--- src/rtl/cmdq_pkg.sv ---
package cmdq_pkg;
  localparam int unsigned CMD_BYTES  = 32;
  localparam int unsigned CMD_LSB    = $clog2(CMD_BYTES);
  localparam int unsigned ALIGN_LSB  = 16;
  localparam int unsigned VALID_BIT  = 63;
  localparam int unsigned QUIET_BIT  = 31;

  localparam logic [2:0] IDX_CTRL  = 3'd0;
  localparam logic [2:0] IDX_QBASE = 3'd1;
  localparam logic [2:0] IDX_WPTR  = 3'd2;
  localparam logic [2:0] IDX_RPTR  = 3'd3;
  localparam logic [2:0] IDX_TBLA  = 3'd4;
  localparam logic [2:0] IDX_TBLB  = 3'd5;

  typedef enum logic [1:0] {
    FS_IDLE,
    FS_REQ,
    FS_WAIT,
    FS_HAND
  } fetch_state_e;

  // Merge a 32- or 64-bit write into a stored 64-bit value.
  function automatic logic [63:0] merge64(input logic [63:0] old_v,
                                          input logic [63:0] wdata,
                                          input logic wide,
                                          input logic hi);
    if (wide)    return wdata;
    else if (hi) return {wdata[31:0], old_v[31:0]};
    else         return {old_v[63:32], wdata[31:0]};
  endfunction

  function automatic logic [63:0] lane64(input logic [63:0] v,
                                         input logic wide,
                                         input logic hi);
    if (wide)    return v;
    else if (hi) return {32'h0, v[63:32]};
    else         return {32'h0, v[31:0]};
  endfunction
endpackage

--- src/rtl/cmdq_regs.sv ---
module cmdq_regs
  import cmdq_pkg::*;
#(
  parameter int unsigned SIZE_W     = 8,
  parameter int unsigned PAGE_SHIFT = 12,
  localparam int unsigned PTR_W     = SIZE_W + PAGE_SHIFT
) (
  input  logic             clk_i,
  input  logic             rst_ni,
  input  logic             wr_i,
  input  logic             wide_i,
  input  logic             hi_i,
  input  logic [2:0]       idx_i,
  input  logic [63:0]      wdata_i,
  input  logic             idle_i,
  output logic             en_o,
  output logic [63:0]      qbase_o,
  output logic [63:0]      tbla_o,
  output logic [63:0]      tblb_o,
  output logic [PTR_W-1:0] wptr_o,
  output logic [PTR_W:0]   ring_bytes_o,
  output logic             ptr_clr_o
);
  localparam logic [63:0] QB_CLR_MASK =
    ~(((64'd1 << (ALIGN_LSB - PAGE_SHIFT)) - 64'd1) << PAGE_SHIFT);

  logic             en_q;
  logic [63:0]      qbase_q, tbla_q, tblb_q;
  logic [PTR_W-1:0] wptr_q;
  logic             low_hit;
  logic             all_valid;
  logic             ctrl_we, qbase_we, wptr_we, tbla_we, tblb_we;
  logic [PTR_W-1:0] wptr_raw, wptr_cand;
  logic             wptr_fits;

  assign low_hit   = wide_i || !hi_i;
  assign all_valid = qbase_q[VALID_BIT] && tbla_q[VALID_BIT] && tblb_q[VALID_BIT];

  assign ring_bytes_o =
    ({{(PTR_W + 1 - SIZE_W){1'b0}}, qbase_q[SIZE_W-1:0]} + (PTR_W+1)'(1)) << PAGE_SHIFT;

  // Offset bits live in the low half; a high-half write leaves them as they were.
  assign wptr_raw  = low_hit ? wdata_i[PTR_W-1:0] : wptr_q;
  assign wptr_cand = {wptr_raw[PTR_W-1:CMD_LSB], {CMD_LSB{1'b0}}};
  assign wptr_fits = {1'b0, wptr_cand} < ring_bytes_o;

  assign ctrl_we  = wr_i && (idx_i == IDX_CTRL) && low_hit &&
                    (en_q || !wdata_i[0] || all_valid);
  assign qbase_we = wr_i && (idx_i == IDX_QBASE) && !en_q && idle_i;
  assign wptr_we  = wr_i && (idx_i == IDX_WPTR) && wptr_fits;
  assign tbla_we  = wr_i && (idx_i == IDX_TBLA) && !en_q;
  assign tblb_we  = wr_i && (idx_i == IDX_TBLB) && !en_q;

  always_ff @(posedge clk_i or negedge rst_ni) begin
    if (!rst_ni) begin
      en_q    <= 1'b0;
      qbase_q <= '0;
      tbla_q  <= '0;
      tblb_q  <= '0;
      wptr_q  <= '0;
    end else begin
      if (ctrl_we) en_q <= wdata_i[0];
      if (qbase_we) begin
        qbase_q <= merge64(qbase_q, wdata_i, wide_i, hi_i) & QB_CLR_MASK;
        wptr_q  <= '0;
      end else if (wptr_we) begin
        wptr_q  <= wptr_cand;
      end
      if (tbla_we) tbla_q <= merge64(tbla_q, wdata_i, wide_i, hi_i);
      if (tblb_we) tblb_q <= merge64(tblb_q, wdata_i, wide_i, hi_i);
    end
  end

  assign en_o      = en_q;
  assign qbase_o   = qbase_q;
  assign tbla_o    = tbla_q;
  assign tblb_o    = tblb_q;
  assign wptr_o    = wptr_q;
  assign ptr_clr_o = qbase_we;
endmodule

--- src/rtl/cmdq_fetch.sv ---
module cmdq_fetch
  import cmdq_pkg::*;
#(
  parameter int unsigned PTR_W = 20,
  parameter int unsigned PA_W  = 52,
  parameter int unsigned CMD_W = 256
) (
  input  logic             clk_i,
  input  logic             rst_ni,
  input  logic             en_i,
  input  logic             clr_i,
  input  logic [PTR_W-1:0] wptr_i,
  input  logic [PTR_W:0]   ring_bytes_i,
  input  logic [PA_W-1:0]  base_i,
  output logic [PTR_W-1:0] rptr_o,
  output logic             idle_o,
  output logic             fetch_req_o,
  input  logic             fetch_ready_i,
  output logic [PA_W-1:0]  fetch_addr_o,
  input  logic             fetch_rvalid_i,
  input  logic             fetch_rerr_i,
  input  logic [CMD_W-1:0] fetch_rdata_i,
  output logic             cmd_valid_o,
  input  logic             cmd_ready_i,
  output logic [CMD_W-1:0] cmd_data_o
);
  fetch_state_e     state_q, state_d;
  logic [PTR_W-1:0] rptr_q;
  logic [PTR_W:0]   rptr_inc;
  logic [PTR_W-1:0] rptr_nxt;
  logic             advance;
  logic [CMD_W-1:0] cmd_q;

  assign rptr_inc = {1'b0, rptr_q} + (PTR_W+1)'(CMD_BYTES);
  assign rptr_nxt = (rptr_inc == ring_bytes_i) ? '0 : rptr_inc[PTR_W-1:0];

  always_comb begin
    state_d = state_q;
    advance = 1'b0;
    unique case (state_q)
      FS_IDLE: if (en_i && (rptr_q != wptr_i)) state_d = FS_REQ;
      FS_REQ:  if (fetch_ready_i) state_d = FS_WAIT;
      FS_WAIT: if (fetch_rvalid_i) begin
        if (fetch_rerr_i) begin
          advance = 1'b1;
          state_d = FS_IDLE;
        end else begin
          state_d = FS_HAND;
        end
      end
      FS_HAND: if (cmd_ready_i) begin
        advance = 1'b1;
        state_d = FS_IDLE;
      end
      default: state_d = FS_IDLE;
    endcase
  end

  always_ff @(posedge clk_i or negedge rst_ni) begin
    if (!rst_ni) begin
      state_q <= FS_IDLE;
      rptr_q  <= '0;
      cmd_q   <= '0;
    end else begin
      state_q <= state_d;
      if (clr_i)        rptr_q <= '0;
      else if (advance) rptr_q <= rptr_nxt;
      if (state_q == FS_WAIT && fetch_rvalid_i && !fetch_rerr_i) cmd_q <= fetch_rdata_i;
    end
  end

  assign rptr_o       = rptr_q;
  assign idle_o       = (state_q == FS_IDLE);
  assign fetch_req_o  = (state_q == FS_REQ);
  assign fetch_addr_o = base_i + PA_W'(rptr_q);
  assign cmd_valid_o  = (state_q == FS_HAND);
  assign cmd_data_o   = cmd_q;
endmodule

--- src/rtl/cmdq_ring_ctrl.sv ---
module cmdq_ring_ctrl
  import cmdq_pkg::*;
#(
  parameter int unsigned REG_AW     = 6,
  parameter int unsigned SIZE_W     = 8,
  parameter int unsigned PAGE_SHIFT = 12,
  parameter int unsigned PA_W       = 52,
  parameter int unsigned CMD_W      = CMD_BYTES * 8
) (
  input  logic              clk_i,
  input  logic              rst_ni,
  input  logic              reg_req_i,
  input  logic              reg_we_i,
  input  logic              reg_wide_i,
  input  logic [REG_AW-1:0] reg_addr_i,
  input  logic [63:0]       reg_wdata_i,
  output logic [63:0]       reg_rdata_o,
  output logic              fetch_req_o,
  input  logic              fetch_ready_i,
  output logic [PA_W-1:0]   fetch_addr_o,
  input  logic              fetch_rvalid_i,
  input  logic              fetch_rerr_i,
  input  logic [CMD_W-1:0]  fetch_rdata_i,
  output logic              cmd_valid_o,
  input  logic              cmd_ready_i,
  output logic [CMD_W-1:0]  cmd_data_o
);
  localparam int unsigned PTR_W = SIZE_W + PAGE_SHIFT;

  logic             sel, wr, hi;
  logic [2:0]       idx;
  logic             en_w, idle_w, clr_w, quiet_w;
  logic [63:0]      qbase_w, tbla_w, tblb_w;
  logic [PTR_W-1:0] wptr_w, rptr_w;
  logic [PTR_W:0]   ring_w;
  logic [PA_W-1:0]  base_w;
  logic [63:0]      rd_full;

  assign sel = reg_req_i && (reg_addr_i[1:0] == 2'b00) &&
               (reg_addr_i[REG_AW-1:3] < (REG_AW-3)'(6));
  assign wr  = sel && reg_we_i;
  assign hi  = reg_addr_i[2];
  assign idx = 3'(reg_addr_i[REG_AW-1:3]);

  assign base_w  = {qbase_w[PA_W-1:ALIGN_LSB], {ALIGN_LSB{1'b0}}};
  assign quiet_w = (rptr_w == wptr_w);

  cmdq_regs #(
    .SIZE_W    (SIZE_W),
    .PAGE_SHIFT(PAGE_SHIFT)
  ) u_regs (
    .clk_i       (clk_i),
    .rst_ni      (rst_ni),
    .wr_i        (wr),
    .wide_i      (reg_wide_i),
    .hi_i        (hi),
    .idx_i       (idx),
    .wdata_i     (reg_wdata_i),
    .idle_i      (idle_w),
    .en_o        (en_w),
    .qbase_o     (qbase_w),
    .tbla_o      (tbla_w),
    .tblb_o      (tblb_w),
    .wptr_o      (wptr_w),
    .ring_bytes_o(ring_w),
    .ptr_clr_o   (clr_w)
  );

  cmdq_fetch #(
    .PTR_W(PTR_W),
    .PA_W (PA_W),
    .CMD_W(CMD_W)
  ) u_fetch (
    .clk_i         (clk_i),
    .rst_ni        (rst_ni),
    .en_i          (en_w),
    .clr_i         (clr_w),
    .wptr_i        (wptr_w),
    .ring_bytes_i  (ring_w),
    .base_i        (base_w),
    .rptr_o        (rptr_w),
    .idle_o        (idle_w),
    .fetch_req_o   (fetch_req_o),
    .fetch_ready_i (fetch_ready_i),
    .fetch_addr_o  (fetch_addr_o),
    .fetch_rvalid_i(fetch_rvalid_i),
    .fetch_rerr_i  (fetch_rerr_i),
    .fetch_rdata_i (fetch_rdata_i),
    .cmd_valid_o   (cmd_valid_o),
    .cmd_ready_i   (cmd_ready_i),
    .cmd_data_o    (cmd_data_o)
  );

  always_comb begin
    rd_full = '0;
    unique case (idx)
      IDX_CTRL: begin
        rd_full[0]         = en_w;
        rd_full[QUIET_BIT] = quiet_w;
      end
      IDX_QBASE: rd_full = qbase_w;
      IDX_WPTR:  rd_full = 64'(wptr_w);
      IDX_RPTR:  rd_full = 64'(rptr_w);
      IDX_TBLA:  rd_full = tbla_w;
      IDX_TBLB:  rd_full = tblb_w;
      default:   rd_full = '0;
    endcase
  end

  assign reg_rdata_o = sel ? lane64(rd_full, reg_wide_i, hi) : '0;
endmodule

--- config.mk ---
export PLATFORM = sky130hd
export DESIGN_NAME = cmdq_ring_ctrl
export DESIGN_NICKNAME = d
export VERILOG_FILES = /design/src/rtl/cmdq_pkg.sv /design/src/rtl/cmdq_regs.sv /design/src/rtl/cmdq_fetch.sv /design/src/rtl/cmdq_ring_ctrl.sv
export SDC_FILE = /design/constraint.sdc
export NUM_CORES = 1
export LEC_CHECK = 0
export ABC_AREA = 1
export BUFFER_PORTS_ARGS = -buffer_cell sky130_fd_sc_hd__buf_4
export CAP_MARGIN = 15
export CORE_AREA = 2 2 273 275
export DETAILED_ROUTE_END_ITERATION = 8
export DIE_AREA = 0 0 275 277
export GPL_ROUTABILITY_DRIVEN = 0
export PLACE_DENSITY_LB_ADDON = 0.08
export SYNTH_ARGS = -nofsm -noshare
export SYNTH_HDL_FRONTEND = slang
export SYNTH_SLANG_ARGS = --single-unit
--- constraint.sdc ---
create_clock -name clk_i -period 6.5 [get_ports clk_i]
set_clock_uncertainty 0.05 [all_clocks]
set_input_delay 0.325 -clock clk_i [delete_from_list [all_inputs] [get_ports clk_i]]
set_output_delay 0.325 -clock clk_i [all_outputs]
set_load 0.02 [all_outputs]
* Word level (Yosys, flattened, before mapping) *
Index checks and enable logic that the tools add are counted.
Widths: inputs -> output; s select.

storage, ports and cells
  flip-flop bits (word level) = 487
  output and inout bits = 374
  input bits = 335
  word-level logic and storage cells = 99

operators by class
  eq/ne operators = 16
  reduce and logical (&&, ||, !) cells = 40
  multiplexer cells = 27
  magnitude comparators = 2
  $add $sub $neg = 3

operators with widths
  cell                   number
  $mux 64                6
  $pmux 30 s5            1
  $mux 20                6
  $pmux 32 s3            1
  $add 52x20->52         1
  $mux 32                1
  $add 20x6->21 const B  1
  $eq 21x21->1           1
  $lt 20x21->1           1
  $eq 20x20->1           1
  $logic_and 1x1->1      20
  $ne 20x20->1           1
  $reduce_and 2->1       6
  $mux 2                 5
  $add 8x1->9 const B    1
  $pmux 2 s4             1
  $eq 3x2->1 const B     2
  $eq 3x3->1 const B     2
  $ne 2x1->1 const B     3
  $pmux 1 s6             1
  $reduce_bool 2->1      3
  $eq 2x2->1 const B     2
  $logic_not 1->1        4
  $logic_not 2->1        2
  10 further kinds       15

* Depth between registers and ports, before layout *
Gate-level depths: netlist of run 1.

  depth in word-level cells = 8
  gate-level depth with buffers = 16
  depth with buffers taken out = 14

* Cells and area by module *
A second synthesis of run 1 with hierarchy kept.

unflattened totals
  cells, all modules = 2709
  area, all modules = 24536.0 um^2

by module, submodules not included
  module          cells each  sequential area each (um^2)  times used  area each (um^2)
  cmdq_fetch      1231        6831.6                       1           13180.1
  cmdq_regs       861         5104.9                       1           8595.7
  cmdq_ring_ctrl  617         0.0                          1           2760.1

* Worst setup path after synthesis of run 1 *
OpenSTA, ideal clock, no wires.

  kind = reg-to-output
  start = register u_fetch.rptr_q[16], in the netlist u_fetch.rptr_o[16]
  end = output fetch_addr_o[48]
  buffers on the path = 0
  arrival time = 2258 ps
  data required time = 6125 ps
  stages on the path, launching flop included = 11
  path slack = 3867 ps
  path through = dfrtp_1 > ha_1 > inv_1 > fa_1 > inv_1 > a31oi_1 > nor2_2 > nand3_1 > nor2_1 > nand2_1 > xnor2_1

on the way
  word-level cells in the longest chain between the ends = 1

RTL lines
  item                      RTL line              source
  start: declaration        cmdq_fetch.sv:28      logic [PTR_W-1:0] rptr_q;
  start signal: assignment  cmdq_fetch.sv:67      else if (advance) rptr_q <= rptr_nxt;
  $add 52x20->52            cmdq_fetch.sv:75      assign fetch_addr_o = base_i + PA_W'(rptr_q);
  end: declaration          cmdq_ring_ctrl.sv:20  output logic [PA_W-1:0] fetch_addr_o,

No other way between the ends.

* Worst setup path after layout of run 1 *
Same ends and word-level chain as after synthesis.

==> metrics.md, run 1 <==
| Metric | Value |
|---|---|
| Syn. warnings | `0` |
| Initial Utilization | `0.306` |
| H-tree Lvls | `2` |
| First-pass GRT wire length | `142,000 um` |
| Largest net degree at the start of global routing | `180` |
| Worst EP arrival | `3.34 ns` |
| PD cells | `361 nW/um2` |
| Vias in the first global route | `between 20,000 and 25,000` |
| Cell row count | `100` |
| CP Launch Type | `register` |
| Final worst path period share | `0.572` |
| DRT Wirelength | `between 90,000 and 100,000 um` |
| CTS Sinks | `477` |
| Mean number of vias per cell | `4.83` |
| Crit end category | `primary output` |
| #FFs+latches synth | `between 400 and 500` |
| TNS Setup | `0 ns` |
| Clock Tree Buf Depth | `3` |
| Distinct cell type count after synthesis | `52` |
| Setup violators final | `0` |
| Setup crit start | `u_fetch.rptr_o[16]$_DFFE_PN0P_` |
| WL per Instance | `22.4 um` |
| Cell count of the worst reg-to-reg path | `5` |
| DRT iter0 DRCs | `1,522` |
| Area of the die | `76,200 um2` |
| HPWL Detailed | `72,200 um` |
| Max VDD drop | `0.252 mV` |
| CTS Buf Count | `56` |
| Port Buf Inserts | `703` |
| Sequential share of the synthesized area | `0.531` |
| Die Wd | `~280 um` |
| Worst setup path end | `fetch_addr_o[48]` |
| Commonest non-fill, non-tap cells in the layout | `716 x buf_4, 555 x nand2_1, 477 x dfrtp_1, 306 x dlygate4sd3_1, 256 x mux2_2` |
| Gr ovfl total | `0` |
| FMAX | `269 MHz` |
| RSZ-0062 raised after global routing | `false` |
| Pleak | `0.0153 uW` |
| Most common cell after layout, fill and taps aside | `buf_4` |
| PnR worst setup slack | `2.78 ns` |
| Slew margin rel. | `0.214` |
| Clock Latency Late Sink | `0.61 ns` |
| Final Net Count | `3,607` |
| Fillers | `just over 7,000` |
| Core area | `73,600 um2` |
| Post-CTS Hold Buffers | `a little over 300` |
| Hold/Removal Path Class | `in2reg` |
| Worst Max-Slew Pin Slew | `1.18 ns` |
| Critical Path RT | `6.12 ns` |
| Reg2Reg Setup Slack | `roughly 3.6 ns` |
| Synth Instances | `2,302` |
| I/O pin count | `709` |
| GRT Util Overall | `0.248` |
| Reg clk slew, reported paths | `0.06 ns` |
| Diode count | `0` |
| Slew Limit Fails | `0` |
| Routed via count | `20,600` |
| Clk Tree Root Cell | `clkbuf_16` |
| Die H | `277 um` |
| TritonRoute pass-1 iters | `5` |
| Avg Cell Area, Syn | `9.77 um2` |
| CTS tree | `done` |
| Area Growth Syn to Fin | `48.5%` |
| Initial antenna violation count | `7` |
| Minimum clock period | `3.72 ns` |
| FF-to-FF End | `u_fetch.cmd_data_o[231]$_DFFE_PN0P_` |
| Routed Antenna Nets | `0` |
| R2R Path Start | `u_fetch.state_q[1]$_DFFE_PN0P_` |
| Post-CTS Setup Inserts | `0` |
| Mapped cell area | `22,500 um2` |
| Crit Path Class | `reg2out` |
| DRC Markers | `0` |
| MaxCap Viol Count | `0` |
| Layout cell share with drive strength beyond 1 | `0.339` |
| Worst-path maximum fanout | `7` |
| Final Hold Vio Count | `0` |
| Dpl ws | `about 2.9 ns` |
| Outcome | `finished, final reports clean` |
| Post_cts resized | `0` |
## per-stage QoR
| step | power [uW] | instances | util | instance area [um2] | hold WS, ns |
|---|---|---|---|---|---|
| 6_report | 12100 | 4264 | 0.454 | 33400 | 0.0347 |
| 2_1_floorplan | 6500 | 2306 | - | 22500 | -0.0206 |
| 3_3_place_gp | 8780 | 3860 | 0.388 | 28500 | 0.281 |
| 4_1_cts | 12200 | 4264 | 0.454 | 33400 | 0.00314 |
| 5_1_grt | 12600 | 4264 | 0.454 | 33400 | 0.0257 |
| 3_5_place_dp | 8820 | 3860 | 0.388 | 28500 | 0.286 |
## sequential cells by signal, indices dropped and copies added, names as in the netlist
name,cells
u_fetch.cmd_data_o,256
u_regs.tbla_o,64
u_regs.tblb_o,64
u_regs.qbase_o,60
u_fetch.rptr_o,15
u_regs.wptr_o,15
u_fetch.state_q,2
u_regs.en_o,1
## metal layers
layer  GRT usage  wire (um)  vias up
li1            -          -     9568
met1       0.325      40800    10100
met2       0.412      46300      739
met3      0.0445       5360      154
met4      0.0816       3190        0
met5           0          0        -
## worst min path at each step
stage | start | endpoint | slack (ns) | cells past startpoint
3_5_place_dp | rst_ni | u_regs.tbla_o[42]$_DFFE_PN0P_ | 0.29 | 1
5_1_grt | reg_wdata_i[57] | u_regs.qbase_o[57]$_DFFE_PN0P_ | 0.03 | 3
6_report | reg_wdata_i[32] | u_regs.qbase_o[32]$_DFFE_PN0P_ | 0.03 | 3
3_3_place_gp | rst_ni | u_regs.tblb_o[42]$_DFFE_PN0P_ | 0.28 | 1
4_1_cts | reg_wdata_i[33] | u_regs.qbase_o[33]$_DFFE_PN0P_ | 0.003 | 3
2_1_floorplan | rst_ni | u_fetch.cmd_data_o[0]$_DFFE_PN0P_ | -0.02 | 0
## cell type report
class / instances / area, um2 / share of cell area
clock buffers: 79 / 1630 / 0.0488
inverters: 154 / 579 / 0.0173
flip-flops and latches: 477 / 11900 / 0.357
well taps: 969 / 1210 / 0.0363
clock inverters: 19 / 184 / 0.00551
multi-input cells: 1540 / 9340 / 0.280
repair buffers: 1026 / 8510 / 0.255
## worst max-delay path, cell delays in order (launching register included)
cell and delay [ns]:
dfrtp_1 0.50, ha_1 0.24, inv_1 0.06, fa_1 0.41, inv_1 0.14, a31oi_1 0.25
nor2_2 0.25, nand3_1 0.20, nor2_1 0.20, nand2_1 0.10, xnor2_1 0.20, buf_4 0.18
## cell usage after synthesis, drive strengths merged
cell type | instances | area share
a22oi | 33 | 0.011
and2 | 1 | 0.00028
fa | 1 | 0.00089
a22o | 14 | 0.0055
o2111ai | 3 | 0.0012
nor4 | 5 | 0.0017
a21boi | 4 | 0.0013
nand4 | 27 | 0.0078
or2 | 6 | 0.0017
dfrtp | 477 | 0.53
buf | 89 | 0.022
o21ai | 220 | 0.049
a21oi | 46 | 0.010
a31oi | 26 | 0.0072
o211ai | 13 | 0.0043
nand2 | 562 | 0.095
a221oi | 4 | 0.0016
clkbuf | 46 | 0.0077
inv | 153 | 0.026
mux2 | 256 | 0.13
xor2 | 39 | 0.015
xnor3 | 1 | 0.0010
nor2 | 118 | 0.023
ha | 16 | 0.0089
o31ai | 3 | 0.0010
conb | 1 | 0.00017
clkinv | 1 | 0.00017
a21bo | 1 | 0.00045
xnor2 | 17 | 0.0066
nor3 | 26 | 0.0062
nand3 | 80 | 0.020
o22ai | 4 | 0.0011
o21a | 6 | 0.0020
nor3b | 3 | 0.0010
## cells by family after synthesis
| group | Yosys count | share of synthesized area |
|---|---|---|
| AND/OR/NAND/NOR | 828 | 0.157 |
| flip-flops | 477 | 0.531 |
| AO/OA/AOI/OAI | 377 | 0.0964 |
| buffers and inverters | 289 | 0.0554 |
| multiplexers | 256 | 0.128 |
| XOR/XNOR | 57 | 0.0228 |
| adder cells (fa/ha/maj) | 17 | 0.00979 |
| other | 1 | 0.000167 |
## power by group
part / internal, uW / switching (uW) / leakage (uW) / total, uW
Sequential: 3820 / 563 / 0.00612 / 4380
Clock: 1850 / 1300 / 0.000904 / 3150
Combinational: 2050 / 2490 / 0.00830 / 4540
Total: 7720 / 4360 / 0.0153 / 12100
Note: power is estimated with default switching activity, not from simulation.
==> run 2: changes to the inputs <==
- ABC_AREA: 1 -> 0
- clock period: 6.5 -> 3.9 ns (I/O delays scaled with it)
==> metrics.md, run 2 <==
| Metric | Value |
|---|---|
| Commonest non-fill, non-tap cells in the layout | `735 x buf_4, 477 x dfrtp_1, 330 x mux2_2, 324 x dlygate4sd3_1, 221 x nor2_1` |
| Routed via count | `19,800 (-4.1%)` |
| Worst-path maximum fanout | `7 (unchanged)` |
| FF-to-FF End | `u_fetch.rptr_o[17]$_DFFE_PN0P_` |
| Cell count of the worst reg-to-reg path | `8 (+3)` |
| Die Wd | `275 um (unchanged)` |
| PD cells | `631 nW/um2 (+75%)` |
| Avg Cell Area, Syn | `11.2 um2 (+14%)` |
| Worst EP arrival | `3.50 ns (+0.16 ns)` |
| Leading area contributor after synthesis | `dfrtp_1` |
| Mapped cell area | `22,300 um2 (-1.0%)` |
| Top-area cell type share of the netlist area | `0.536 (+0.00546)` |
| Syn. warnings | `0 (unchanged)` |
| Final Hold Vio Count | `0 (unchanged)` |
| GRT Util Overall | `0.254 (+0.00591)` |
| Outcome | `finished, final reports clean` |
| Reg clk slew, reported paths | `0.06 ns (about the same)` |
| Initial antenna violation count | `20 (+13)` |
| Clock Tree Buf Depth | `3 (unchanged)` |
| Gr ovfl total | `0 (unchanged)` |
| Pleak | `0.0157 uW (+2.7%)` |
| Slew Limit Fails | `0 (unchanged)` |
| CTS tree | `done` |
| TNS Setup | `0 ns (unchanged)` |
| HPWL Detailed | `73,800 um (+2.2%)` |
| Minimum clock period | `3.75 ns` |
| Layout cell share with drive strength beyond 1 | `0.393 (+0.0538)` |
| Setup violators final | `0 (unchanged)` |
| Clk Tree Root Cell | `clkbuf_16` |
| Final worst path period share | `0.961` |
| Routed Antenna Nets | `0 (unchanged)` |
| CTS Buf Count | `59 (+5.4%)` |
| Flip-flop count of the largest register after layout | `256 (unchanged)` |
| Core area | `73,600 um2 (unchanged)` |
| Vias in the first global route | `21,100 (-2.8%)` |
| Top cells by area, synth | `dfrtp_1 54%, mux2_2 17%, nor2_1 3.8%, a21oi_1 3.4%, nand2_1 3.4%` |
| Hold/Removal Path Class | `in2reg` |
| Final Net Count | `3,337 (-7.5%)` |
| Largest net degree at the start of global routing | `99 (-45%)` |
| Post-synthesis async set-or-reset flop share | `1.00 (unchanged)` |
| Worst Max-Slew Pin Slew | `0.993 ns (-0.186 ns)` |
| Area of the die | `76,200 um2 (unchanged)` |
| Reg2Reg Setup Slack | `0.65 ns (-2.96 ns)` |
| Top post-synthesis cells by count | `477 x dfrtp_1, 330 x mux2_2, 225 x nor2_1` |
| H-tree Lvls | `2 (unchanged)` |
| Slew margin rel. | `0.335 (+0.121)` |
| Setup crit start | `u_fetch.rptr_o[16]$_DFFE_PN0P_` |
| TritonRoute pass-1 iters | `5 (unchanged)` |
| Clock Latency Late Sink | `0.62 ns (about the same)` |
| Hold EP | `u_regs.qbase_o[62]$_DFFE_PN0P_` |
| Sequential share of the synthesized area | `0.536 (+0.00546)` |
| I/O pin count | `709 (unchanged)` |
| R2R Path Start | `u_fetch.rptr_o[5]$_DFFE_PN0P_` |
| WL per Instance | `24.5 um (+9.1%)` |
| Crit end category | `primary output` |
| Hold path depth | `5 (+2)` |
| Port Buf Inserts | `703 (unchanged)` |
| RSZ-0062 raised after global routing | `false` |
| MaxCap Viol Count | `0 (unchanged)` |
| HP Start | `reg_addr_i[2]` |
| PnR worst setup slack | `0.151 ns (-2.63 ns)` |
| Critical Path RT | `3.65 ns (-2.47 ns)` |
| Mean number of vias per cell | `4.94 (+2.3%)` |
| First-pass GRT wire length | `144,000 um (+1.5%)` |
| Die H | `277 um (unchanged)` |
| CP Launch Type | `register` |
| Cell row count | `100 (unchanged)` |
| Top_reg_cell synth | `dfrtp_1` |
| Initial Utilization | `0.303 (-0.00311)` |
| #FFs+latches synth | `477 (unchanged)` |
| Synth Instances | `1,994 (-13%)` |
| Crit Path Class | `reg2out` |
| FMAX | `267 MHz` |
| CTS Sinks | `477 (unchanged)` |
| DRT iter0 DRCs | `1,333 (-12%)` |
| Area Growth Syn to Fin | `51.9%` |
| Dpl ws | `0.654 ns (-2.26 ns)` |
| Count leader, synth | `dfrtp_1` |
| Fillers | `6,941 (-2.0%)` |
| Max VDD drop | `0.436 mV (+73%)` |
| EDFF count, synth | `0 (unchanged)` |
| Distinct cell type count after synthesis | `72 (+38%)` |
| Post-CTS Setup Inserts | `0 (unchanged)` |
| DRC Markers | `0 (unchanged)` |
| Most common cell after layout, fill and taps aside | `buf_4` |
| DRT Wirelength | `97,800 um (+2.3%)` |
## run 2: cell types whose count changed in the layout (fill, tap and decap cells not counted), moves of 68 or more
cell	delta
nand2_1	-353
inv_1	-123
nor2_1	+118
o21ai_0	-108
a21oi_1	+107
mux2_2	+74
mux2i_1	+68
## run 2: per-stage QoR
stage,power [uW],cell area (um2),hold WS (ns),util,cells
floorplan,11600,22300,-0.151,-,1998
global placement,15600,28700,0.288,0.390,3569
global route,22400,33800,0.119,0.460,3997
finish,21300,33800,0.119,0.460,3998
detailed placement,15700,28700,0.302,0.390,3569
CTS,21600,33800,0.0733,0.459,3993
## run 2: worst max path at each step
stage,end,slack (ns),cells past startpoint
floorplan,u_regs.wptr_o[10]$_DFFE_PN0P_,0.95,14
global placement,u_fetch.rptr_o[17]$_DFFE_PN0P_,0.63,8
detailed placement,u_fetch.rptr_o[12]$_DFFE_PN0P_,0.65,8
CTS,fetch_addr_o[48],0.14,11
global route,fetch_addr_o[50],0.005,11
finish,fetch_addr_o[50],0.15,11
## run 2: final cells by class
type	count	area (um2)	area share
Antenna cell	5	12.5	0.000370
Clock buffer	89	1750	0.0518
Clock inverter	11	128	0.00377
Inverter	21	78.8	0.00233
Multi-Input combinational cell	1354	9680	0.286
Sequential cell	477	11900	0.353
Tap cell	969	1210	0.0359
Timing Repair Buffer	1072	9020	0.267
## run 2: critical path, cell delays in order, from the launching register on
cell      delay, ns
dfrtp_1        0.48
ha_1           0.24
inv_1          0.06
fa_1           0.41
inv_1          0.07
a21oi_1        0.07
o21bai_1       0.40
buf_4          0.25
nand4_1        0.33
nor2_1         0.25
xor2_1         0.17
buf_4          0.16
## run 2: layer usage
metal,wire length [um],GRT usage,vias to the layer above
li1,-,-,8942
met3,6540,0.0572,160
met5,11,0,-
met1,39400,0.317,9910
met4,2890,0.0704,2
met2,49000,0.437,742
## run 2: logic make-up (layout without fill, tap and decap cells)
kind of cell	count (synthesis)	count (layout)	share of synthesized area
AOI/OAI and AO/OA	317	317	0.0864
xor gates and xnor gates	67	67	0.0270
adders and majority gates	17	17	0.00989
buffers and inverters	167	1193	0.0327
DFF	477	477	0.536
muxes	400	400	0.200
other	1	10	0.000168
and+or+nand+nor	548	548	0.108
## run 2: what timing repair did
action | 4_1_cts | 5_1_grt
gates resized for setup | 0 | 0
hold buffers | 324 | 0
endpoints found under the hold margin | 547 | 0
## run 2: power breakdown
group	switching (uW)	total, uW	internal (uW)	leakage [uW]
sequential	1130	7730	6590	0.00604
combinational	4420	8210	3790	0.00877
clock	2210	5400	3190	0.000925
total	7770	21300	13600	0.0157
==> run 3: changes to the inputs <==
- CELL_PAD_IN_SITES_DETAIL_PLACEMENT: unset -> 0
- CELL_PAD_IN_SITES_GLOBAL_PLACEMENT: unset -> 2
- CORE_AREA: 2 2 273 275 -> 2 2 275 277
- DIE_AREA: 0 0 275 277 -> 0 0 277 279
==> metrics.md, run 3 (synthesis results as in run 2) <==
| Metric | Value |
|---|---|
| Worst-path maximum fanout | `7 (unchanged)` |
| Core area | `74,100 um2 (+0.68%)` |
| Final worst path period share | `0.939 (-0.0226)` |
| Slew Limit Fails | `0 (unchanged)` |
| Critical Path RT | `3.65 ns (about the same)` |
| CTS tree | `done` |
| Outcome | `finished, final reports clean` |
| Worst EP arrival | `3.42 ns (-0.08 ns)` |
| TNS Setup | `0 ns (unchanged)` |
| Pleak | `0.0157 uW (about the same)` |
| Vias in the first global route | `20,900 (-1.1%)` |
| Clock Latency Late Sink | `0.62 ns (about the same)` |
| Hold/Removal Path Class | `in2reg` |
| Finished Layout Cells | `4,012 (+0.35%)` |
| H-tree Lvls | `2 (unchanged)` |
| HPWL Detailed | `73,900 um (+0.14%)` |
| Commonest non-fill, non-tap cells in the layout | `750 x buf_4, 477 x dfrtp_1, 330 x mux2_2, 324 x dlygate4sd3_1, 221 x nor2_1` |
| Placed cells | `3,578 (+0.25%)` |
| Final core occ | `0.456 (-0.00375)` |
| WL per Instance | `24.4 um (-0.30%)` |
| First-pass GRT wire length | `143,000 um (-0.63%)` |
| Routed Antenna Nets | `0 (unchanged)` |
| Initial Utilization | `0.301 (-0.00204)` |
| Crit Path Class | `reg2out` |
| I/O pin count | `709 (unchanged)` |
| PnR worst setup slack | `0.239 ns (+0.0883 ns)` |
| Die Wd | `277 um (+0.73%)` |
| Crit end category | `primary output` |
| Minimum clock period | `3.66 ns (-0.0883 ns)` |
| Area Growth Syn to Fin | `51.7%` |
| Die H | `279 um (+0.72%)` |
| Fillers | `7,036 (+1.4%)` |
| Gr ovfl total | `0 (unchanged)` |
| MaxCap Viol Count | `0 (unchanged)` |
| Setup violators final | `0 (unchanged)` |
| PD cells | `626 nW/um2 (-0.75%)` |
| Initial antenna violation count | `11 (-45%)` |
| CP Launch Type | `register` |
| Max VDD drop | `0.438 mV (+0.66%)` |
| DRT iter0 DRCs | `1,053 (-21%)` |
| DRC Markers | `0 (unchanged)` |
| Post_cts resized | `0 (unchanged)` |
| Dpl ws | `0.808 ns (+0.154 ns)` |
| Final Hold Vio Count | `0 (unchanged)` |
| Port Buf Inserts | `703 (unchanged)` |
| RSZ-0062 raised after global routing | `false` |
| Cell row count | `100 (unchanged)` |
| CTS Sinks | `477 (unchanged)` |
| Clk Tree Root Cell | `clkbuf_16` |
| Pwr Total | `21,100 uW (-0.89%)` |
| Clock Tree Buf Depth | `3 (unchanged)` |
| Area of the die | `77,300 um2 (+1.5%)` |
| Slew margin rel. | `0.365 (+0.0299)` |
| TritonRoute pass-1 iters | `7 (+2)` |
| Final Net Count | `3,344 (+0.21%)` |
| Largest net degree at the start of global routing | `124 (+25%)` |
| Most common cell after layout, fill and taps aside | `buf_4` |
| Layout cell share with drive strength beyond 1 | `0.395 (+0.00293)` |
| Flip-flop count of the largest register after layout | `256 (unchanged)` |
| GRT Util Overall | `0.248 (-0.00557)` |
| Mean number of vias per cell | `4.87 (-1.4%)` |
| Routed via count | `19,600 (-1.0%)` |
| Worst Max-Slew Pin Slew | `0.949 ns (-0.0446 ns)` |
| Reg clk slew, reported paths | `0.06 ns (about the same)` |
| CTS Buf Count | `57 (-3.4%)` |
| DRT Wirelength | `97,800 um (about the same)` |
| FMAX | `273 MHz (+2.4%)` |
==> run 3: cell types whose count changed in the layout (fill, tap and decap cells not counted), sizes merged <==
cell      change
bufinv        -1
clkbuf        -4
buf           +9
clkinv        +7
clkinvlp      +3
inv           -1
diode         +1
==> run 3: power by group <==
group / leakage [uW] / internal, uW / switching [uW]
sequential: 0.00604 / 6590 / 1130
clock: 0.000903 / 3020 / 2250
combinational: 0.00879 / 3780 / 4380
==> run 3: path summary, 6_finish.rpt <==
| path | depth (start not counted) | from | slack [ns] | endpoint |
|---|---|---|---|---|
| worst min-delay path | 5 | reg_addr_i[2] | 0.10 | u_regs.tbla_o[62]$_DFFE_PN0P_ |
| max in group asynchronous | 3 | rst_ni | 2.40 | u_fetch.cmd_data_o[220]$_DFFE_PN0P_ |
| worst max-delay path | 12 | u_fetch.rptr_o[16]$_DFFE_PN0P_ | 0.24 | fetch_addr_o[34] |
| worst min register to register | 2 | u_regs.tbla_o[9]$_DFFE_PN0P_ | 0.44 | u_regs.tbla_o[9]$_DFFE_PN0P_ |
| worst max register to register | 10 | u_regs.qbase_o[0]$_DFFE_PN0P_ | 0.77 | u_regs.wptr_o[5]$_DFFE_PN0P_ |
| min in group asynchronous | 2 | rst_ni | 0.13 | u_fetch.cmd_data_o[223]$_DFFE_PN0P_ |
==> run 3: final cells by class <==
class	instances	area, um2	share of cell area
antenna	6	15.0	0.000445
clock buffer	85	1670	0.0495
clock inverter	19	164	0.00485
inverter	21	78.8	0.00233
multi-input combinational	1354	9680	0.287
sequential	477	11900	0.353
tap	969	1210	0.0359
timing repair buffer	1081	9010	0.267
==> run 3: through the flow <==
| stage | hold slack, ns | cell area [um2] |
|---|---|---|
| finish | 0.102 | 33800 |
| global route | 0.139 | 33800 |
| floorplan | -0.151 | 22300 |
| detailed placement | 0.211 | 28700 |
| CTS | 0.0695 | 33800 |
| global placement | 0.212 | 28700 |
==> run 3: critical path: stages, from the launching register on <==
cell and delay (ns):
dfrtp_1 0.49, ha_1 0.22, inv_1 0.05, fa_1 0.40, inv_1 0.07, a21oi_1 0.06
o21bai_1 0.12, buf_4 0.25, and3_1 0.30, and2_1 0.24, nor2b_1 0.18, xor2_1 0.22
buf_4 0.18
==> run 3: routing by layer <==
metal | GRT usage | wire length (um) | up-vias
met3 | 0.0698 | 7430 | 142
li1 | - | - | 8963
met5 | 0 | 13 | -
met1 | 0.311 | 40200 | 9758
met4 | 0.0811 | 3130 | 2
met2 | 0.413 | 47000 | 690
==> run 3: what timing repair did <==
item / in CTS / in global routing
buffers inserted: 0 / 0
hold buffers: 324 / 0
endpoints found under the hold margin: 533 / 0
